`src/rtl/perm_pkg.sv`:
```
// Shared definitions for the permutation order generator.
// Assumes the port count is a power of two, no smaller than 2.
package perm_pkg;

    typedef enum logic {
        TOPO_BENES = 1'b0,
        TOPO_OMEGA = 1'b1
    } topo_e;

    // Number of switch columns for a topology at a given port count
    function automatic int stage_count(topo_e topo, int n);
        int lg;
        lg = $clog2(n);
        return (topo == TOPO_BENES) ? (2 * lg - 1) : lg;
    endfunction

    // Number of control bits: one per switch
    function automatic int ctrl_bits(topo_e topo, int n);
        return (n / 2) * stage_count(topo, n);
    endfunction

endpackage

```
`src/rtl/perm_xbar2.sv`:
```
// 2x2 switch: two 2:1 multiplexers that share one select.
// Assumes nothing beyond a common data width on both inputs.
module perm_xbar2 #(
    parameter int W = 4
) (
    input  logic [W-1:0] a_i,
    input  logic [W-1:0] b_i,
    input  logic         cross_i,
    output logic [W-1:0] a_o,
    output logic [W-1:0] b_o
);

    // Upper and lower output multiplexers
    assign a_o = cross_i ? b_i : a_i;
    assign b_o = cross_i ? a_i : b_i;

endmodule

```
`src/rtl/perm_benes_net.sv`:
```
// Rearrangeable Benes network, flattened from its recursive form.
// Forward stages send the upper switch output to the upper half of the
// current block and the lower output to the lower half. Mirror stages
// undo that. Bit s*N/2+k drives switch k of stage s.
// Assumes N is a power of two.
module perm_benes_net #(
    parameter int N  = 16,
    parameter int W  = 4,
    localparam int LG     = $clog2(N),
    localparam int STAGES = 2 * LG - 1,
    localparam int HALF   = N / 2,
    localparam int CW     = HALF * STAGES
) (
    input  logic [N-1:0][W-1:0] in_i,
    input  logic [CW-1:0]       ctrl_i,
    output logic [N-1:0][W-1:0] out_o
);

    logic [W-1:0] sw_in  [STAGES][N];
    logic [W-1:0] sw_out [STAGES][N];

    for (genvar j = 0; j < N; j++) begin : g_edge
        // Network input and output ports
        assign sw_in[0][j] = in_i[j];
        assign out_o[j]    = sw_out[STAGES-1][j];
    end

    for (genvar s = 0; s < STAGES; s++) begin : g_stage
        for (genvar k = 0; k < HALF; k++) begin : g_sw
            perm_xbar2 #(.W(W)) u_sw (
                .a_i    (sw_in[s][2*k]),
                .b_i    (sw_in[s][2*k+1]),
                .cross_i(ctrl_i[s*HALF+k]),
                .a_o    (sw_out[s][2*k]),
                .b_o    (sw_out[s][2*k+1])
            );
        end
        if (s < STAGES - 1) begin : g_link
            localparam int BLK = (s < LG - 1) ? (N >> s) : (N >> (2*LG - 3 - s));
            for (genvar j = 0; j < N; j++) begin : g_wire
                localparam int BASE = (j / BLK) * BLK;
                localparam int LOC  = j % BLK;
                localparam int DST  = BASE + (LOC % 2) * (BLK / 2) + LOC / 2;
                if (s < LG - 1) begin : g_fwd
                    // Split into upper and lower sub-networks
                    assign sw_in[s+1][DST] = sw_out[s][j];
                end else begin : g_rev
                    // Merge sub-networks back into switch pairs
                    assign sw_in[s+1][j] = sw_out[s][DST];
                end
            end
        end
    end

endmodule

```
`src/rtl/perm_omega_net.sv`:
```
// Omega network: a perfect shuffle ahead of each of log2(N) switch
// columns. Bit s*N/2+k drives switch k of stage s.
// Assumes N is a power of two.
module perm_omega_net #(
    parameter int N  = 16,
    parameter int W  = 4,
    localparam int LG     = $clog2(N),
    localparam int STAGES = LG,
    localparam int HALF   = N / 2,
    localparam int CW     = HALF * STAGES
) (
    input  logic [N-1:0][W-1:0] in_i,
    input  logic [CW-1:0]       ctrl_i,
    output logic [N-1:0][W-1:0] out_o
);

    logic [W-1:0] sw_in  [STAGES][N];
    logic [W-1:0] sw_out [STAGES][N];

    for (genvar s = 0; s < STAGES; s++) begin : g_stage
        for (genvar j = 0; j < N; j++) begin : g_shuf
            localparam int ROT = ((j << 1) | (j >> (LG - 1))) & (N - 1);
            if (s == 0) begin : g_first
                // Shuffle the constant inputs into stage 0
                assign sw_in[0][ROT] = in_i[j];
            end else begin : g_mid
                // Shuffle the previous column into this one
                assign sw_in[s][ROT] = sw_out[s-1][j];
            end
        end
        for (genvar k = 0; k < HALF; k++) begin : g_sw
            perm_xbar2 #(.W(W)) u_sw (
                .a_i    (sw_in[s][2*k]),
                .b_i    (sw_in[s][2*k+1]),
                .cross_i(ctrl_i[s*HALF+k]),
                .a_o    (sw_out[s][2*k]),
                .b_o    (sw_out[s][2*k+1])
            );
        end
    end

    for (genvar j = 0; j < N; j++) begin : g_out
        // Last column feeds the output directly
        assign out_o[j] = sw_out[STAGES-1][j];
    end

endmodule

```
`src/rtl/perm_order_mem.sv`:
```
// Order memory: captures a full N-entry schedule on one edge and offers
// a combinational read port. Resets to the identity schedule.
// Assumes N = 2**W.
module perm_order_mem #(
    parameter int N = 16,
    parameter int W = 4
) (
    input  logic               clk_i,
    input  logic               rst_ni,
    input  logic               wr_i,
    input  logic [N-1:0][W-1:0] data_i,
    input  logic [W-1:0]       raddr_i,
    output logic [W-1:0]       rdata_o,
    output logic               valid_o
);

    logic [N-1:0][W-1:0] mem_q;
    logic                valid_q;
    logic [N-1:0]        seen;

    // Capture the whole schedule, or restore identity on reset
    always_ff @(posedge clk_i) begin
        if (!rst_ni) begin
            for (int i = 0; i < N; i++) mem_q[i] <= W'(i);
            valid_q <= 1'b0;
        end else if (wr_i) begin
            mem_q   <= data_i;
            valid_q <= 1'b1;
        end
    end

    // Combinational read port
    assign rdata_o = mem_q[raddr_i];
    assign valid_o = valid_q;

    // Coverage mask of stored entries, used by the checks below
    always_comb begin
        seen = '0;
        for (int i = 0; i < N; i++) seen[mem_q[i]] = 1'b1;
    end

    AST_VALID_AFTER_WR: assert property (@(posedge clk_i) disable iff (!rst_ni) wr_i |=> valid_o);
    AST_HOLD_NO_WR: assert property (@(posedge clk_i) disable iff (!rst_ni) !wr_i |=> $stable(mem_q) && $stable(valid_o));
    AST_VALID_STICKY: assert property (@(posedge clk_i) disable iff (!rst_ni) $fell(valid_o) |-> $past(!rst_ni));
    AST_MEM_PERM: assert property (@(posedge clk_i) disable iff (!rst_ni) valid_o |-> (seen == '1));

endmodule

```
`src/rtl/perm_order_gen.sv`:
```
// Top: feeds the constants 0..N-1 through the selected switch network
// and stores the result in the order memory when gen_i is high.
// Assumes ctrl_i comes from an external random source.
module perm_order_gen #(
    parameter int             N        = 16,
    parameter perm_pkg::topo_e TOPOLOGY = perm_pkg::TOPO_BENES,
    localparam int IDX_W  = $clog2(N),
    localparam int CTRL_W = perm_pkg::ctrl_bits(TOPOLOGY, N)
) (
    input  logic              clk_i,
    input  logic              rst_ni,
    input  logic              gen_i,
    input  logic [CTRL_W-1:0] ctrl_i,
    input  logic [IDX_W-1:0]  step_i,
    output logic [IDX_W-1:0]  order_o,
    output logic              valid_o
);

    logic [N-1:0][IDX_W-1:0] net_in;
    logic [N-1:0][IDX_W-1:0] net_out;
    logic [N-1:0]            net_seen;

    for (genvar j = 0; j < N; j++) begin : g_const
        // Fixed index fed to each network port
        assign net_in[j] = IDX_W'(j);
    end

    if (TOPOLOGY == perm_pkg::TOPO_BENES) begin : g_benes
        perm_benes_net #(.N(N), .W(IDX_W)) u_net (
            .in_i  (net_in),
            .ctrl_i(ctrl_i),
            .out_o (net_out)
        );
    end else begin : g_omega
        perm_omega_net #(.N(N), .W(IDX_W)) u_net (
            .in_i  (net_in),
            .ctrl_i(ctrl_i),
            .out_o (net_out)
        );
    end

    perm_order_mem #(.N(N), .W(IDX_W)) u_mem (
        .clk_i  (clk_i),
        .rst_ni (rst_ni),
        .wr_i   (gen_i),
        .data_i (net_out),
        .raddr_i(step_i),
        .rdata_o(order_o),
        .valid_o(valid_o)
    );

    // Coverage mask of the network output
    always_comb begin
        net_seen = '0;
        for (int i = 0; i < N; i++) net_seen[net_out[i]] = 1'b1;
    end

    AST_NET_PERM: assert property (@(posedge clk_i) disable iff (!rst_ni) gen_i |-> (net_seen == '1));

endmodule

```
`config.mk`:
```
export PLATFORM = sky130hd
export DESIGN_NAME = perm_order_gen
export DESIGN_NICKNAME = d
export VERILOG_FILES = /design/src/rtl/perm_pkg.sv /design/src/rtl/perm_xbar2.sv /design/src/rtl/perm_benes_net.sv /design/src/rtl/perm_omega_net.sv /design/src/rtl/perm_order_mem.sv /design/src/rtl/perm_order_gen.sv
export SDC_FILE = /design/constraint.sdc
export NUM_CORES = 1
export LEC_CHECK = 0
export ABC_CLOCK_PERIOD_IN_PS = 2900
export BUFFER_PORTS_ARGS = -buffer_cell sky130_fd_sc_hd__buf_2
export CAP_MARGIN = 20
export CORE_UTILIZATION = 40
export DETAILED_ROUTE_END_ITERATION = 10
export PLACE_DENSITY_LB_ADDON = 0.25
export SLEW_MARGIN = 10
export SYNTH_ARGS = -nofsm -noshare
export SYNTH_HDL_FRONTEND = slang
export SYNTH_SLANG_ARGS = --single-unit
export TNS_END_PERCENT = 5
```
`constraint.sdc`:
```
create_clock -name clk_i -period 2.9 [get_ports clk_i]
set_input_delay 0.435 -clock clk_i [delete_from_list [all_inputs] [get_ports clk_i]]
set_output_delay 0.435 -clock clk_i [all_outputs]
set_load 0.05 [all_outputs]
```
==> metrics.cfg, run 1 <==
[clocking]
maximum_level_of_the_cts_h_tree=3
cts_buffers=9
cts_root_buffer=clkbuf_16
tritoncts_clock_tree=done
postCtsSetupRepairBufs=0
clk_pin_slew_worst_paths_ps=50
cts_max_path_buffers=2
insertion_delay_ps=330
hold_buffers=0
clock_sink_total=65
post_cts_resized=0

[yosys]
compound_gate_portion_of_the_synthesized_area_pct=17.3
synth.lib_cells_used.distinct=50
post_synthesis_async_set_or_reset_flop_share_pct=0
synth_nets=790
synth_area_mm2=0.00619
post-synth-top-area-cell=mux2i_1
synth_enable_flop_cells=0
yosys-top-cells-area=mux2i_1 (23%), dfxtp_1 (21%), mux2_2 (7.8%)
muxShareOfSynthArea_pct=39.5
synth-seq-cells=65
yosysTopAreaCellShare_pct=22.8
synth_simple_gate_area_share_pct=16.9
combinational_family_with_the_most_area_after_synthesis=multiplexers
post_synth.cell_area_avg_um2=8.52
synth_top_flop_cell=dfxtp_1
synthAdderAreaFrac_pct=0
synth_warnings=0
sequential_cell_area_fraction_in_the_yosys_report_pct=21.0
fraction_of_synthesized_cell_area_in_xor_and_xnor_cells_pct=0
cells_after_synth=727

[detailed_routing]
route.vias.total=5838
drt-initial-drc-count=608
dr.pass1.iters=6
drcViolationCount=0
wl_mm=19.7
ant_nets=0
route.detailed.vias_per_inst=6.22
post_drt_wl_per_cell_um=21.0

[global_routing]
largest_net_degree_at_the_start_of_global_routing=79
antenna_found_initial=1
grt.overflow.total=0
first_pass_grt_wire_length_mm=30.6
globalRouteTotalUtil_pct=24.8
first_global_vias=5591

[floorplanning]
ios=68
initial_util_pct=40.9
core.rowCount=45
die_h_um=126
chipWidth_um=126
die_area_mm2=0.0160
core-area_mm2=0.0151

[sta]
report.final.slew_viol_count=0
worst_margin_slew_ps=770
layout_min_cycle_time_ps=2540
final.period_utilization_pct=87.6
max_freq_mhz=393
setup-violations-final=0
clock-skew-final_ps=0
setup-tns-final_ps=0
grt_setup_unrepaired=false
final_hold_viol_count=0
timing.max_slew.rel_slack_pct=48.6

[finish]
drive_above_1_share_pct=22.1
layout.filler_cells=1471
finalNonFillerCells=939
number_of_nets_in_the_final_layout=811
area_growth_pct=10.2
fin_area_mm2=0.00682
antenna-diode-count=0

[pwr]
power.density_cell_area_mw_per_mm2=451
power.internal_mw=2.02
power.net_switching_mw=1.06
leakage_nw=2.90
combinational_share_of_power_pct=34.5
p_seq_share_pct=33.6
power.switching_fraction_pct=34.4
worst_ir_drop_vdd_uv=304
clkPwrFrac_pct=31.8

[worst_setup_path]
timing.critical_path.from_type=input pin
max_stage_delay_ps=520
critical_path.cell_chain=buf_2 > buf_12 > mux4_2 > mux4_2 > buf_2
cell_family_with_most_cp_delay=multiplexers
cp.required_ps=2470
critPathArrivalTime_ps=2110
crit_path_end_kind=output pin
setup_crit_path_kind=input pin to output pin
crit_path_max_fanout=11
cp.buffers_inverters=3
slowest_stage=mux4_2

[placed_design]
placed_area_mm2=0.00656
port-buffer-count=67
dpl.cell_count=925
routabilityCongestion=0.898
hpwl_mm=15.5

[outcome]
status=finished clean

[min_path]
holdCritPathClass=flop to flop

[flow_run]
max_cap_viol_count=0

power groups by stage:
stage / clock network, mW / logic [mW] / registers, mW
5_1_grt: 1.03 / 1.14 / 1.04
4_1_cts: 0.986 / 1.05 / 1.03
3_3_place_gp: 0 / 1.02 / 1.05
6_report: 0.980 / 1.06 / 1.04
3_5_place_dp: 0 / 1.05 / 1.05
2_1_floorplan: 0 / 0.756 / 1.02
worst reg2reg max path: cells and delay by family, from the launching register on:
kind	cells	cell delay [ps]
and+or+nand+nor	1	350
AOI/OAI and AO/OA	1	110
DFF	1	310
cell usage after synthesis (5+ instances only):
library cell / instances
o22ai_1: 10
clkbuf_1: 34
nand3_1: 21
mux2_4: 5
a21oi_1: 17
buf_1: 11
a211oi_1: 26
buf_2: 17
mux2i_1: 141
mux4_2: 20
and2_1: 14
nor2_1: 80
mux2_2: 43
nor3_1: 14
nor2b_1: 16
dfxtp_1: 65
o21ai_0: 24
o221ai_1: 12
nand2_1: 55
inv_1: 13
nand2b_1: 13
a22oi_1: 10
a221oi_1: 10
or3_1: 5
state kept, by name, indices dropped and copies added, names as in the netlist:
register	count
u_mem.valid_o	1
u_mem.mem_q	64
cells in the final DEF, fill, tap and decap left out, types with 4 or more instances in the layout:
cell type,n
clkbuf_16,9
nor2_1,80
buf_4,5
a221oi_1,10
nand3_1,21
a22o_1,4
clkinv_1,4
dfxtp_1,65
nand2_1,55
nand2b_1,13
mux2_4,5
mux2i_1,141
a211oi_1,26
mux2_2,43
a211o_1,4
inv_1,13
o21ai_0,24
and2_1,14
or2_2,4
a22oi_2,4
buf_2,67
mux4_2,20
nor2b_1,16
a21oi_1,17
or3_1,5
a22oi_1,10
nor3_1,14
o22ai_1,10
o221ai_1,12
cell type report:
cell class	instances	area, um^2	share of cell area (%)
multi-input cells	582	4560	66.9
flip-flops and latches	65	1300	19.1
repair buffers	73	393	5.76
clock buffers	14	264	3.87
well taps	188	235	3.45
inverters	17	63.8	0.935
through the flow:
stage	hold slack (ps)	setup WS, ps	total power, mW	utilization (%)
CTS	465	340	3.07	45.0
global placement	444	376	2.07	43.3
finish	460	359	3.08	45.0
floorplan	434	354	1.78	-
global route	489	319	3.22	45.0
detailed placement	458	337	2.10	43.3
logic make-up (layout without fill, tap and decap cells):
kind of cell           Yosys count  in the layout
buffers and inverters           80            104
multiplexers                   211            211
AO/OA/AOI/OAI                  143            143
AND/OR/NAND/NOR                228            228
flip-flops                      65             65
layer usage:
| layer | global-route usage (%) | up-vias | share of wire (%) |
|---|---|---|---|
| met5 | 0 | - | 0.076 |
| met4 | 8.86 | 2 | 3.2 |
| met3 | 4.81 | 47 | 5.0 |
| met2 | 43.0 | 169 | 48 |
| met1 | 30.6 | 2869 | 43 |
| li1 | - | 2751 | - |
worst paths after layout:
path,startpoint,to,slack [ps],depth (start not counted)
max,step_i[0],order_o[0],360,5
min,u_mem.valid_o,u_mem.valid_o,460,2
max reg2reg,u_mem.mem_q[28],u_mem.mem_q[28],2010,2
min reg2reg,u_mem.valid_o,u_mem.valid_o,460,2
No activity file was read; power rests on OpenSTA's default activity.
==> run 2, diff against run 1 <==
CORE_MARGIN = 4   (was unset)
CORE_UTILIZATION = 35   (was 40)
==> metrics.cfg, run 2 (same netlist as run 1, synthesis figures left out) <==
[outcome]
status=finished clean

[worst_setup_path]
critPathArrivalTime_ps=1970  ; -140 ps
critical_path.cell_chain=buf_2 > buf_12 > mux4_2 > mux4_2 > buf_2
regToRegSetupSlack_ps=2020  ; about the same
crit_path_end_kind=output pin
crit_path_max_fanout=16  ; +5
max_stage_delay_ps=530  ; about the same
timing.rr.end=u_mem.mem_q[28]
setup_crit_path_kind=input pin to output pin
startpoint_of_the_most_critical_register_to_register_path=u_mem.mem_q[28]
slowest_stage=mux4_2
cp.required_ps=2470  ; about the same
reg2reg_depth=2  ; unchanged
timing.critical_path.from_type=input pin

[pwr]
leakage_nw=2.89  ; -0.32%
combinational_share_of_power_pct=35.2  ; +0.7 points
worst_ir_drop_vdd_uv=325  ; +6.7%
power.internal_mw=1.96  ; -3.0%
fin_total_pwr_mw=3.01  ; -2.2%
p_seq_share_pct=34.2  ; +0.6 points
power.net_switching_mw=1.05  ; -0.70%
power.switching_fraction_pct=35.0  ; +0.53 points
power.density_cell_area_mw_per_mm2=440  ; -2.6%
clkPwrFrac_pct=30.5  ; -1.3 points

[clocking]
postCtsSetupRepairBufs=0  ; unchanged
tritoncts_clock_tree=done
clk_pin_slew_worst_paths_ps=50  ; about the same
maximum_level_of_the_cts_h_tree=3  ; unchanged
cts_root_buffer=clkbuf_16
cts_buffers=9  ; unchanged
hold_buffers=0  ; unchanged
post_cts_resized=0  ; unchanged
insertion_delay_ps=330  ; about the same
cts_max_path_buffers=2  ; unchanged
clock_sink_total=65  ; unchanged

[finish]
antenna-diode-count=0  ; unchanged
max_ffs_per_register=64  ; unchanged
register_with_the_highest_flop_count=u_mem.mem_q
layout.filler_cells=1800  ; +22%
layout_common_cells=mux2i_1 (141), nor2_1 (80), buf_2 (67)
number_of_nets_in_the_final_layout=810  ; -0.12%
layout_commonest_cell=mux2i_1
final_core_utilization_pct=39.6  ; -5.4 points
sequential_cell_area_mm2=0.00130  ; unchanged
drive_above_1_share_pct=22.1  ; -0.045 points
multi_input_combinational_cell_area_mm2=0.00456  ; unchanged
area_growth_pct=10.6

[sta]
layout_min_cycle_time_ps=2410  ; -132 ps
max_freq_mhz=415  ; +5.5%
final.period_utilization_pct=83.1  ; -4.5 points
clock-skew-final_ps=0  ; unchanged
setup-violations-final=0  ; unchanged
timing.max_slew.rel_slack_pct=51.3  ; +2.6 points
report.final.slew_viol_count=0  ; unchanged
worst_margin_slew_ps=730  ; -39.9 ps
fin_ws_ps=490  ; +132 ps
setup-tns-final_ps=0  ; unchanged
final_hold_viol_count=0  ; unchanged
grt_setup_unrepaired=false

[detailed_routing]
wl_mm=19.7  ; +0.19%
drt-initial-drc-count=448  ; -26%
route.vias.total=5677  ; -2.8%
dr.pass1.iters=5  ; -1
post_drt_wl_per_cell_um=20.3  ; -3.3%
drcViolationCount=0  ; unchanged
route.detailed.vias_per_inst=5.83  ; -6.2%
ant_nets=0  ; unchanged

[global_routing]
first_global_vias=5308  ; -5.1%
globalRouteTotalUtil_pct=19.5  ; -5.3 points
largest_net_degree_at_the_start_of_global_routing=79  ; unchanged
antenna_found_initial=0  ; -1
grt.overflow.total=0  ; unchanged
first_pass_grt_wire_length_mm=30.7  ; +0.11%

[floorplanning]
die_h_um=141  ; +12%
initial_util_pct=35.8  ; -5.1 points
core-area_mm2=0.0173  ; +14%
ios=68  ; unchanged
chipWidth_um=141  ; +12%
die_area_mm2=0.0199  ; +24%
core.rowCount=48  ; +6.7%

[min_path]
count_of_cells_along_the_worst_hold_path=2  ; unchanged
worst_hold_endpoint=u_mem.valid_o
holdCritPathClass=flop to flop
hold_path_startpoint=u_mem.valid_o

[placed_design]
routabilityCongestion=0.855  ; -4.8%
hpwl_mm=15.2  ; -1.6%
post-place-ws_ps=488  ; +151 ps
port-buffer-count=67  ; unchanged

[flow_run]
max_cap_viol_count=0  ; unchanged

run 2: changes by cell type in the layout (fill, tap and decap cells not counted), sizes merged:
cell / change
clkinv: +2
buf: -1
clkbuf: -4
run 2: power by group through the flow:
| stage | registers [mW] | clock network, mW | logic, mW |
|---|---|---|---|
| after floorplan | 1.02 | 0 | 0.756 |
| after global placement | 1.05 | 0 | 1.04 |
| after detailed placement | 1.05 | 0 | 1.05 |
| after CTS | 1.03 | 0.932 | 1.06 |
| after global routing | 1.04 | 0.972 | 1.15 |
| final | 1.03 | 0.920 | 1.06 |
run 2: critical path, delay by kind of cell:
family	cells	cell delay, ps
muxes	2	1020
buffers and inverters	3	500
run 2: area by class of cell:
cell class                 count  area share, %
clock buffer                  10           3.34
timing repair buffer          72           5.81
inverter                      17          0.932
multi-input combinational    582           66.7
clock inverter                 2          0.146
tap                          225           4.11
sequential                    65           19.0
run 2: routing by layer:
metal  share of wire [%]  track usage (%)  vias up
li1                    -                -     2746
met1                  46             26.1     2778
met2                  50             33.9      137
met3                 3.4             2.75       16
met4                 1.0             3.67        0
met5                   0                0        -
run 2: worst max-delay path by stage:
| stage | to | slack (ps) | start |
|---|---|---|---|
| 2_1_floorplan | order_o[1] | 350 | step_i[0] |
| 6_report | order_o[1] | 490 | step_i[0] |
| 4_1_cts | order_o[0] | 480 | step_i[0] |
| 3_5_place_dp | order_o[0] | 490 | step_i[0] |
| 3_3_place_gp | order_o[0] | 500 | step_i[0] |
| 5_1_grt | order_o[0] | 440 | step_i[0] |
run 2: through the flow:
stage	area [um^2]	instances	hold WS [ps]
floorplan	6190	727	434
global placement	6610	961	452
detailed placement	6610	961	456
CTS	6850	973	460
global route	6850	973	482
finish	6850	973	461
==> run 3, diff against run 2 <==
ABC_CLOCK_PERIOD_IN_PS = 2450   (was 2900)
clock period = 2.45 ns   (was 2.9 ns; I/O delays follow)
==> metrics.cfg, run 3 (same netlist as run 1, synthesis figures left out) <==
[outcome]
status=finished clean

[global_routing]
first_pass_grt_wire_length_mm=29.8  ; -2.9%
antenna_found_initial=0  ; unchanged
grt.overflow.total=0  ; unchanged
largest_net_degree_at_the_start_of_global_routing=79  ; unchanged
globalRouteTotalUtil_pct=19.1  ; -0.47 points
first_global_vias=5280  ; -0.53%

[detailed_routing]
dr.pass1.iters=4  ; -1
drcViolationCount=0  ; unchanged
ant_nets=0  ; unchanged
wl_mm=19.2  ; -2.8%
post_drt_wl_per_cell_um=19.5  ; -3.8%
drt-initial-drc-count=396  ; -12%
route.vias.total=5574  ; -1.8%
route.detailed.vias_per_inst=5.67  ; -2.8%

[floorplanning]
die_h_um=141  ; unchanged
chipWidth_um=141  ; unchanged
die_area_mm2=0.0199  ; unchanged
initial_util_pct=35.8  ; unchanged
ios=68  ; unchanged
core-area_mm2=0.0173  ; unchanged
core.rowCount=48  ; unchanged

[sta]
final_hold_viol_count=0  ; unchanged
report.final.slew_viol_count=0  ; unchanged
final.period_utilization_pct=92.2
holdWs_ps=401  ; -60.2 ps
setup-violations-final=0  ; unchanged
max_freq_mhz=443
grt_setup_unrepaired=false
clock-skew-final_ps=0  ; unchanged
layout_min_cycle_time_ps=2260
setup-tns-final_ps=0  ; unchanged
fin_ws_ps=191  ; -299 ps
timing.max_slew.rel_slack_pct=62.8  ; +12 points
worst_margin_slew_ps=542  ; -188 ps

[worst_setup_path]
cp.required_ps=2080  ; -390 ps
critPathArrivalTime_ps=1890  ; -80 ps
crit_path_max_fanout=16  ; unchanged
worst_setup_path_startpoint=step_i[0]
crit_path_end_kind=output pin
timing.critical_path.from_type=input pin
setup_crit_path_kind=input pin to output pin
startpoint_of_the_most_critical_register_to_register_path=u_mem.mem_q[28]

[clocking]
clock_sink_total=65  ; unchanged
cts_max_path_buffers=2  ; unchanged
cts_buffers=9  ; unchanged
insertion_delay_ps=330  ; about the same
tritoncts_clock_tree=done
clk_pin_slew_worst_paths_ps=50  ; about the same
maximum_level_of_the_cts_h_tree=3  ; unchanged
cts_root_buffer=clkbuf_16
postCtsSetupRepairBufs=0  ; unchanged
post_cts_resized=0  ; unchanged
hold_buffers=0  ; unchanged

[pwr]
fin_total_pwr_mw=3.70  ; +23%
leakage_nw=2.95  ; +2.0%
power.density_cell_area_mw_per_mm2=532  ; +21%
worst_ir_drop_vdd_uv=342  ; +5.4%

[finish]
drive_above_1_share_pct=23.0  ; +0.90 points
number_of_nets_in_the_final_layout=817  ; +0.86%
layout.filler_cells=1772  ; -1.6%
register_with_the_highest_flop_count=u_mem.mem_q
max_ffs_per_register=64  ; unchanged
area_growth_pct=12.3
layout_commonest_cell=mux2i_1
antenna-diode-count=0  ; unchanged
layout_common_cells=mux2i_1 (141), nor2_1 (80), buf_2 (67)

[flow_run]
max_cap_viol_count=0  ; unchanged

[placed_design]
post-place-ws_ps=178  ; -310 ps
routabilityCongestion=0.866  ; +1.3%
hpwl_mm=15.1  ; -0.76%
port-buffer-count=67  ; unchanged

[min_path]
holdCritPathClass=input pin to flop
hold_path_startpoint=ctrl_i[51]

[run 3: final timing paths]
path / to / slack [ps] / cells after the start
max: order_o[1] / 190 / 5
min: u_mem.mem_q[25] / 400 / 3
max reg2reg: u_mem.mem_q[28] / 1590 / 2
min reg2reg: u_mem.valid_o / 460 / 2
[run 3: routing by layer]
| metal | track usage [%] | wire, um |
|---|---|---|
| met4 | 4.90 | 456 |
| met3 | 3.36 | 709 |
| met1 | 25.4 | 8960 |
| met2 | 32.0 | 9050 |
| met5 | 0 | 0 |
[run 3: critical path, stage by stage]
cell,delay [ps]
buf_2,100
buf_12,170
mux4_2,520
mux4_2,490
buf_2,230
[run 3: area by class of cell]
class / instances / area, um^2 / share of cell area (%)
clock inverters: 4 / 45.0 / 0.648
inverters: 17 / 63.8 / 0.918
flip-flops and latches: 65 / 1300 / 18.7
clock buffers: 11 / 233 / 3.35
multi-input cells: 582 / 4560 / 65.7
well taps: 225 / 282 / 4.05
repair buffers: 79 / 463 / 6.66
[run 3: power breakdown]
group          total, mW  switching [mW]  internal, mW
Clock               1.21           0.439         0.776
Sequential          1.22          0.0619          1.16
Combinational       1.26           0.744         0.518
[run 3: stage by stage]
step | cells | util (%) | area, um^2
after global routing | 983 | 40.2 | 6950
after global placement | 968 | 38.6 | 6670
after detailed placement | 968 | 38.6 | 6670
after CTS | 983 | 40.2 | 6950
final | 983 | 40.2 | 6950
after floorplan | 727 | - | 6190
